===== src/rtl/pwalk_pkg.sv =====
package pwalk_pkg;

    localparam int unsigned BYTE_W = 8;

    typedef enum logic [1:0] {
        WALK_IDLE  = 2'd0,
        WALK_WAIT  = 2'd1,
        WALK_SHIFT = 2'd2
    } walk_state_e;

    // Per-cycle commands from the sequencer to the datapath
    typedef struct packed {
        logic load_base;
        logic step;
        logic capture;
        logic shift;
    } walk_ctl_t;

    function automatic int unsigned cnt_w(input int unsigned n);
        return (n <= 1) ? 1 : $clog2(n);
    endfunction

endpackage


===== src/rtl/pwalk_seq.sv =====
module pwalk_seq
    import pwalk_pkg::*;
#(
    parameter int unsigned RD_LAT = 2
) (
    input  logic      clk,
    input  logic      rst,
    input  logic      start_i,
    input  logic      done_i,
    output walk_ctl_t ctl_o,
    output logic      busy_o,
    output logic      strobe_o
);

    localparam int unsigned LAT_W = cnt_w(RD_LAT + 1);
    localparam int unsigned BIT_W = cnt_w(BYTE_W);
    localparam logic [BIT_W-1:0] LAST_BIT = BIT_W'(BYTE_W - 1);

    walk_state_e      state_q, state_d;
    logic [BIT_W-1:0] bit_q, bit_d;
    logic             lat_last;

    generate
        if (RD_LAT <= 1) begin : g_no_lat
            assign lat_last = 1'b1;
        end else begin : g_lat
            logic [LAT_W-1:0] lat_q;
            always_ff @(posedge clk) begin
                if (rst || state_q != WALK_WAIT) begin
                    lat_q <= '0;
                end else begin
                    lat_q <= lat_q + 1'b1;
                end
            end
            assign lat_last = (lat_q == LAT_W'(RD_LAT - 1));
        end
    endgenerate

    always_comb begin
        state_d = state_q;
        bit_d   = bit_q;
        ctl_o   = '0;
        case (state_q)
            WALK_IDLE: begin
                if (start_i && !done_i) begin
                    ctl_o.load_base = 1'b1;
                    state_d         = WALK_WAIT;
                end
            end
            WALK_WAIT: begin
                if (done_i) begin
                    state_d = WALK_IDLE;
                end else if (lat_last) begin
                    ctl_o.capture = 1'b1;
                    bit_d         = '0;
                    state_d       = WALK_SHIFT;
                end
            end
            WALK_SHIFT: begin
                ctl_o.shift = 1'b1;
                if (done_i) begin
                    state_d = WALK_IDLE;
                end else if (bit_q == LAST_BIT) begin
                    ctl_o.step = 1'b1;
                    state_d    = WALK_WAIT;
                end else begin
                    bit_d = bit_q + 1'b1;
                end
            end
            default: state_d = WALK_IDLE;
        endcase
    end

    always_ff @(posedge clk) begin
        if (rst) begin
            state_q <= WALK_IDLE;
            bit_q   <= '0;
        end else begin
            state_q <= state_d;
            bit_q   <= bit_d;
        end
    end

    assign busy_o   = (state_q != WALK_IDLE);
    assign strobe_o = (state_q == WALK_SHIFT);

endmodule


===== src/rtl/pwalk_addr.sv =====
module pwalk_addr #(
    parameter int unsigned AW = 16
) (
    input  logic          clk,
    input  logic          rst,
    input  logic          high_mode_i,
    input  logic          load_i,
    input  logic          step_i,
    output logic [AW-1:0] addr_o
);

    logic [AW-1:0] addr_q;
    logic          down_q;

    always_ff @(posedge clk) begin
        if (rst) begin
            addr_q <= '0;
            down_q <= 1'b0;
        end else if (load_i) begin
            addr_q <= high_mode_i ? '1 : '0;
            down_q <= high_mode_i;
        end else if (step_i) begin
            addr_q <= down_q ? addr_q - 1'b1 : addr_q + 1'b1;
        end
    end

    assign addr_o = addr_q;

endmodule


===== src/rtl/pwalk_ser.sv =====
module pwalk_ser
    import pwalk_pkg::*;
(
    input  logic              clk,
    input  logic              rst,
    input  logic              capture_i,
    input  logic              shift_i,
    input  logic [BYTE_W-1:0] data_i,
    output logic              msb_o
);

    logic [BYTE_W-1:0] sh_q;

    always_ff @(posedge clk) begin
        if (rst) begin
            sh_q <= '0;
        end else if (capture_i) begin
            sh_q <= data_i;
        end else if (shift_i) begin
            sh_q <= {sh_q[BYTE_W-2:0], 1'b0};
        end
    end

    assign msb_o = sh_q[BYTE_W-1];

endmodule


===== src/rtl/cfgmem_walker.sv =====
module cfgmem_walker
    import pwalk_pkg::*;
#(
    parameter int unsigned AW     = 16,
    parameter int unsigned RD_LAT = 2
) (
    input  logic              clk,
    input  logic              rst,
    input  logic              start_i,
    input  logic              high_mode_i,
    input  logic              done_i,
    input  logic [BYTE_W-1:0] mem_data_i,
    output logic [AW-1:0]     mem_addr_o,
    output logic              mem_en_n_o,
    output logic              busy_o,
    output logic              cclk_stb_o,
    output logic              cfg_bit_o
);

    walk_ctl_t ctl;
    logic      busy;
    logic      strobe;
    logic      msb;

    pwalk_seq #(.RD_LAT(RD_LAT)) u_seq (
        .clk      (clk),
        .rst      (rst),
        .start_i  (start_i),
        .done_i   (done_i),
        .ctl_o    (ctl),
        .busy_o   (busy),
        .strobe_o (strobe)
    );

    pwalk_addr #(.AW(AW)) u_addr (
        .clk         (clk),
        .rst         (rst),
        .high_mode_i (high_mode_i),
        .load_i      (ctl.load_base),
        .step_i      (ctl.step),
        .addr_o      (mem_addr_o)
    );

    pwalk_ser u_ser (
        .clk       (clk),
        .rst       (rst),
        .capture_i (ctl.capture),
        .shift_i   (ctl.shift),
        .data_i    (mem_data_i),
        .msb_o     (msb)
    );

    assign busy_o     = busy;
    assign mem_en_n_o = ~busy;
    assign cclk_stb_o = strobe;
    assign cfg_bit_o  = strobe & msb;

endmodule


===== config.mk =====
export PLATFORM = sky130hd
export DESIGN_NAME = cfgmem_walker
export DESIGN_NICKNAME = d
export VERILOG_FILES = /design/src/rtl/pwalk_pkg.sv /design/src/rtl/pwalk_seq.sv /design/src/rtl/pwalk_addr.sv /design/src/rtl/pwalk_ser.sv /design/src/rtl/cfgmem_walker.sv
export SDC_FILE = /design/constraint.sdc
export NUM_CORES = 1
export LEC_CHECK = 0
export ABC_CLOCK_PERIOD_IN_PS = 3500
export CAP_MARGIN = 40
export CORE_ASPECT_RATIO = 2
export CORE_MARGIN = 2
export CORE_UTILIZATION = 49
export CTS_BUF_LIST = sky130_fd_sc_hd__clkbuf_8
export DETAILED_ROUTE_END_ITERATION = 10
export PLACE_DENSITY_LB_ADDON = 0.1
export SLEW_MARGIN = 0
export SYNTH_ARGS = -nofsm -noshare
export SYNTH_HDL_FRONTEND = slang
export SYNTH_SLANG_ARGS = --single-unit

===== constraint.sdc =====
create_clock -name clk -period 3.5 [get_ports clk]
set_input_delay 0.7 -clock clk [delete_from_list [all_inputs] [get_ports clk]]
set_output_delay 0.7 -clock clk [all_outputs]
set_load 0.02 [all_outputs]

-- Word-level counts from Yosys, hierarchy flattened
Cells that the tools add are included.
- bits in registers: 32
- input bits: 13
- output and inout bits: 20
- equality and inequality tests: 12
- reduce and logical (&&, ||, !) cells: 10
- bitwise logic cells: 2
- $add $sub $neg: 4
- multiplexer cells: 26
- operators with widths (kind ; count):
    $mux 16 ; 4
    $add 16x1->16 const B ; 1
    $mux 8 ; 2
    $sub 16x1->16 const B ; 1
    $mux 3 ; 4
    $mux 2 ; 5
    $mux 1 ; 9
    $reduce_bool 2->1 ; 4
    $ne 2x1->1 const B ; 3
    $ne 2x2->1 const B ; 3
    $ne 3x2->1 const B ; 2
    $pmux 2 s3 ; 1
    $pmux 3 s2 ; 1
    $reduce_and 5->1 ; 1
    $eq 2x1->1 const B ; 2
    $add 3x1->3 const B ; 1
    $eq 3x3->1 const B ; 1
    $reduce_and 3->1 ; 1
    $add 2x1->2 const B ; 1
    $eq 2x2->1 const B ; 1
    $logic_not 2->1 ; 1
    $and 1x1->1 ; 1
    $logic_and 1x1->1 ; 1
    $logic_not 1->1 ; 1
    other kinds (2) ; 2

-- Longest topological paths before layout
- depth in word-level cells: 6
- depth in mapped cells: 9

-- Hierarchy
A second synthesis with hierarchy kept.
- cells, all modules: 241
- area total of the unflattened synthesis: 2130.8 sq um
- by module, submodules not included (module ; cells each ; area an instance (sq um) ; seq. area each (sq um) ; times used):
    pwalk_addr ; 168 ; 1393.8 ; 340.3 ; 1
    pwalk_ser ; 35 ; 369.1 ; 160.2 ; 1
    pwalk_seq ; 36 ; 357.8 ; 140.1 ; 1
    cfgmem_walker ; 2 ; 10.0 ; 0.0 ; 1

-- Least setup slack after synthesis
Ideal clock, no wire load.
- path kind: register -> register
- from: reg u_addr.down_q
- to: reg u_addr.addr_q[10], in the netlist u_addr.addr_o[10]
- library setup time: 0.119 ns
- data required time: 3.381 ns
- slack: 1.168 ns
- cell stages (with the launch flop): 8
- path buffers: 0
- data arrival time: 2.214 ns
- cell sequence: dfxtp_1 -> ha_1 -> a21o_1 -> a221oi_1 -> o21ai_1 -> a21o_1 -> xor2_1 -> o221a_1
- longest elaborated chain between the ends: 3
- ends and longest elaborated chain (element ; line ; text):
    start, declared ; pwalk_addr.sv:13 ; logic down_q;
    start signal, assigned ; pwalk_addr.sv:21 ; down_q <= high_mode_i;
    $mux 16 ; pwalk_addr.sv:23 ; addr_q <= down_q ? addr_q - 1'b1 : addr_q + 1'b1;
    $mux 16 ; pwalk_addr.sv:22 ; end else if (step_i) begin
    $mux 16 ; pwalk_addr.sv:19 ; end else if (load_i) begin
    end signal, assigned ; pwalk_addr.sv:20 ; addr_q <= high_mode_i ? '1 : '0;
    end signal, assigned ; pwalk_addr.sv:23 ;
    end, declared ; pwalk_addr.sv:12 ; logic [AW-1:0] addr_q;
Every way passes these cells. The select of a mux whose other input is x is not followed.
A chain may end at the register's enable or synchronous reset.

-- Worst setup path in the final report
- from: reg u_seq.state_q[0]
- to: out cfg_bit_o
- longest elaborated chain between the ends: 2
- ends and longest elaborated chain (element ; line ; text):
    start, declared ; pwalk_seq.sv:19 ; walk_state_e state_q, state_d;
    start signal, assigned ; pwalk_seq.sv:79 ; state_q <= state_d;
    $eq 2x2->1 ; pwalk_seq.sv:85 ; assign strobe_o = (state_q == WALK_SHIFT);
    $and 1x1->1 ; cfgmem_walker.sv:56 ; assign cfg_bit_o = strobe & msb;
    end, declared ; cfgmem_walker.sv:17 ; output logic cfg_bit_o
Every way passes these cells.

==> impl_metrics.json <==
{
  "cts-resized-gates": 0,
  "rows": 34,
  "dieArea_sq_um": 4959,
  "finalSetupViolations": 0,
  "fin_crit_ns": 2.731,
  "dp_cells": 352,
  "finalWorstSetupSlack_ns": 0.7692,
  "status": "finished clean",
  "grt_first_pass_wirelength_microns": 9701,
  "yosysSeqAreaShare_pct": 29.84,
  "syn_inst": 275,
  "cts_tree": "done",
  "drc": 0,
  "syn-cell-area_sq_um": 2147,
  "layout_common_cells": "nand2_1, clkdlybuf4s50_1, dfxtp_1, nor2_1, a21oi_1",
  "endpoint_kind": "output pin",
  "power_switching_uw": 261.6,
  "cp_top_family": "buffers and inverters",
  "gr-total-overflow": 0,
  "final_cells": 360,
  "ant_nets": 0,
  "p_int_uw": 622.6,
  "maxSlewViolCount": 0,
  "avgSynthCellArea_sq_um": 7.807,
  "drv_cap": 0,
  "routabilityCongestion": 0.8426,
  "worst_slew_pin_slew_ns": 0.6030,
  "dp_hpwl_microns": 4335,
  "postCtsSetupBuffers": 0,
  "start_kind": "register",
  "swShare_pct": 29.58,
  "antenna_cells": 0,
  "synth-warning-count": 0,
  "combPwrFrac_pct": 22.5,
  "final-hold-violation-count": 0,
  "whs_ns": 0.4204,
  "min_path_type": "reg -> reg",
  "final_area_sq_um": 2608,
  "p_per_area_nw_per_um2": 339.1,
  "yosys_most_used_dff": "dfxtp_1",
  "synthArstFlopShare_pct": 0,
  "worstPathArrival_ns": 2.03,
  "post-place-ws_ns": 0.5904,
  "fin_setup_tns_ns": 0,
  "dpl_cell_area_sq_um": 2517,
  "antenna_found_initial": 0,
  "cp.required_ns": 2.80,
  "crit_slowest_cell": "clkdlybuf4s50_1",
  "clk_path_buf_depth": 2,
  "maxSlewHeadroom_pct": 59.74,
  "grt_max_degree": 29,
  "synth.net_count": 306,
  "crit_buf_inv": 3,
  "power_frac_clock_pct": 32.2,
  "synth-edff-count": 0,
  "portBuffers": 32,
  "drt-vias-per-instance": 5.897,
  "dieHeight_microns": 97.61,
  "path_cells": "nand2b_1, buf_4, inv_2, and2_1, clkdlybuf4s50_1",
  "initialDrtViolationCount": 40,
  "drive_gt1_share_pct": 7.190,
  "synth_seq_cells": 32,
  "path_clk_slew_ns": 0.06,
  "ios": 33,
  "fin_nets": 336,
  "start_util_pct": 49.97,
  "worstSetupPathType": "reg -> out",
  "syn_to_final_growth_pct": 21.45,
  "die_w_microns": 50.81,
  "peakVddDrop_mv": 0.3083,
  "clk_latency_ns": 0.28,
  "numCtsBuffers": 5,
  "root_buffer": "clkbuf_8",
  "leakagePower_nw": 1.107,
  "synth.distinct_cells": 48,
  "seq_power_share_pct": 45.3,
  "wire_per_inst_microns": 15.48,
  "cpPeakStageDelay_ns": 0.59,
  "core_area_sq_um": 4297,
  "fillers": 414,
  "grt_pass1_vias": 2067,
  "post-route-period-util_pct": 78.02,
  "fmax_mhz": 366.2,
  "h-tree-depth": 2,
  "numClockSinks": 32,
  "drtPass1Iterations": 4,
  "finClkSkew_ns": 0.007589,
  "grt_util_all_layers_pct": 25.26,
  "hold_buffers": 0,
  "path_max_fanout": 14,
  "rsz0062_at_grt": "false",
  "num_vias": 2123,
  "totalWireLength_microns": 5574
}
==> path summary, 6_finish.rpt <==
check / slack (ns) / from / to / cells past startpoint
worst max-delay path: 0.77 / u_seq.state_q[0]$_SDFFE_PP0P_ / cfg_bit_o / 5
worst min-delay path: 0.42 / u_seq.g_lat.lat_q[0]$_SDFF_PP0_ / u_seq.g_lat.lat_q[0]$_SDFF_PP0_ / 1
worst max register to register: 0.79 / u_addr.down_q$_SDFFE_PP0P_ / u_addr.addr_o[12]$_SDFFE_PP0P_ / 7
worst min register to register: 0.42 / u_seq.g_lat.lat_q[0]$_SDFF_PP0_ / u_seq.g_lat.lat_q[0]$_SDFF_PP0_ / 1
==> area by class of cell <==
cell class	count	area, sq um	share of cell area, %
well taps	54	67.56	2.591
clock inverters	2	7.507	0.2879
inverters	9	33.78	1.296
flip-flops and latches	32	640.6	24.57
multi-input cells	220	1418	54.37
repair buffers	37	357.8	13.72
clock buffers	6	82.58	3.167
==> state kept, by name, summed over array words and instances (netlist names) <==
name,count
u_addr.down_q,1
u_seq.bit_q,3
u_seq.state_q,2
u_ser.sh_q,8
u_seq.g_lat.lat_q,2
u_addr.addr_o,16
==> cell usage after synthesis (all sizes together) (3+ instances only) <==
master / n / area share, %
a221oi: 3 / 1.2
ha: 17 / 9.9
clkbuf: 12 / 2.1
nand2: 34 / 6.2
or3: 3 / 0.87
dfxtp: 32 / 30
nand3: 8 / 1.9
mux2i: 4 / 1.9
nor3: 13 / 3.0
a31oi: 5 / 1.5
o21ai: 13 / 3.0
nor4: 4 / 1.2
nor2: 31 / 5.4
a21oi: 28 / 6.5
and3: 3 / 0.87
nand2b: 4 / 1.2
xnor2: 3 / 1.2
a211oi: 3 / 1.6
inv: 9 / 1.6
o21bai: 4 / 1.6
xor2: 4 / 1.6
a311oi: 6 / 2.4
a21o: 8 / 2.8
==> cell families after synthesis <==
family	count (synthesis)	synth area share, %
AOI/OAI and AO/OA	82	25.53
xor gates and xnor gates	7	2.856
adders and majority gates	18	10.84
buffers and inverters	23	4.138
DFF	32	29.84
muxes	6	2.914
and+or+nand+nor	107	23.89
==> worst reg2reg max path: cells and delay by family (launching register included) <==
kind,cells,cell delay [ns]
adder cells (fa/ha/maj),1,0.40
AND/OR/NAND/NOR,1,0.22
flip-flops,1,0.70
AO/OA/AOI/OAI,5,1.28
==> per-stage QoR <==
stage               utilization (%)  power [mW]
global placement              58.59      0.6051
global route                  60.69      0.9318
detailed placement            58.59      0.6063
floorplan                         -      0.5304
CTS                           60.69      0.8955
finish                        60.69      0.8842
==> power by group through the flow <==
stage	combinational [mW]	sequential [mW]	clock, mW
after floorplan	0.112	0.419	0
after global placement	0.197	0.408	0
after global routing	0.219	0.402	0.310
after detailed placement	0.198	0.408	0
after CTS	0.199	0.400	0.296
final	0.199	0.400	0.285
==> per-layer routing <==
layer / global-route usage (%) / vias to the layer above / part of all wire, %
met4: 14.55 / 0 / 4.5
met5: 0 / - / 0
li1: - / 1063 / -
met1: 26.00 / 997 / 37
met3: 4.000 / 16 / 3.1
met2: 45.85 / 47 / 56
Power figures use the tool's default switching activity.
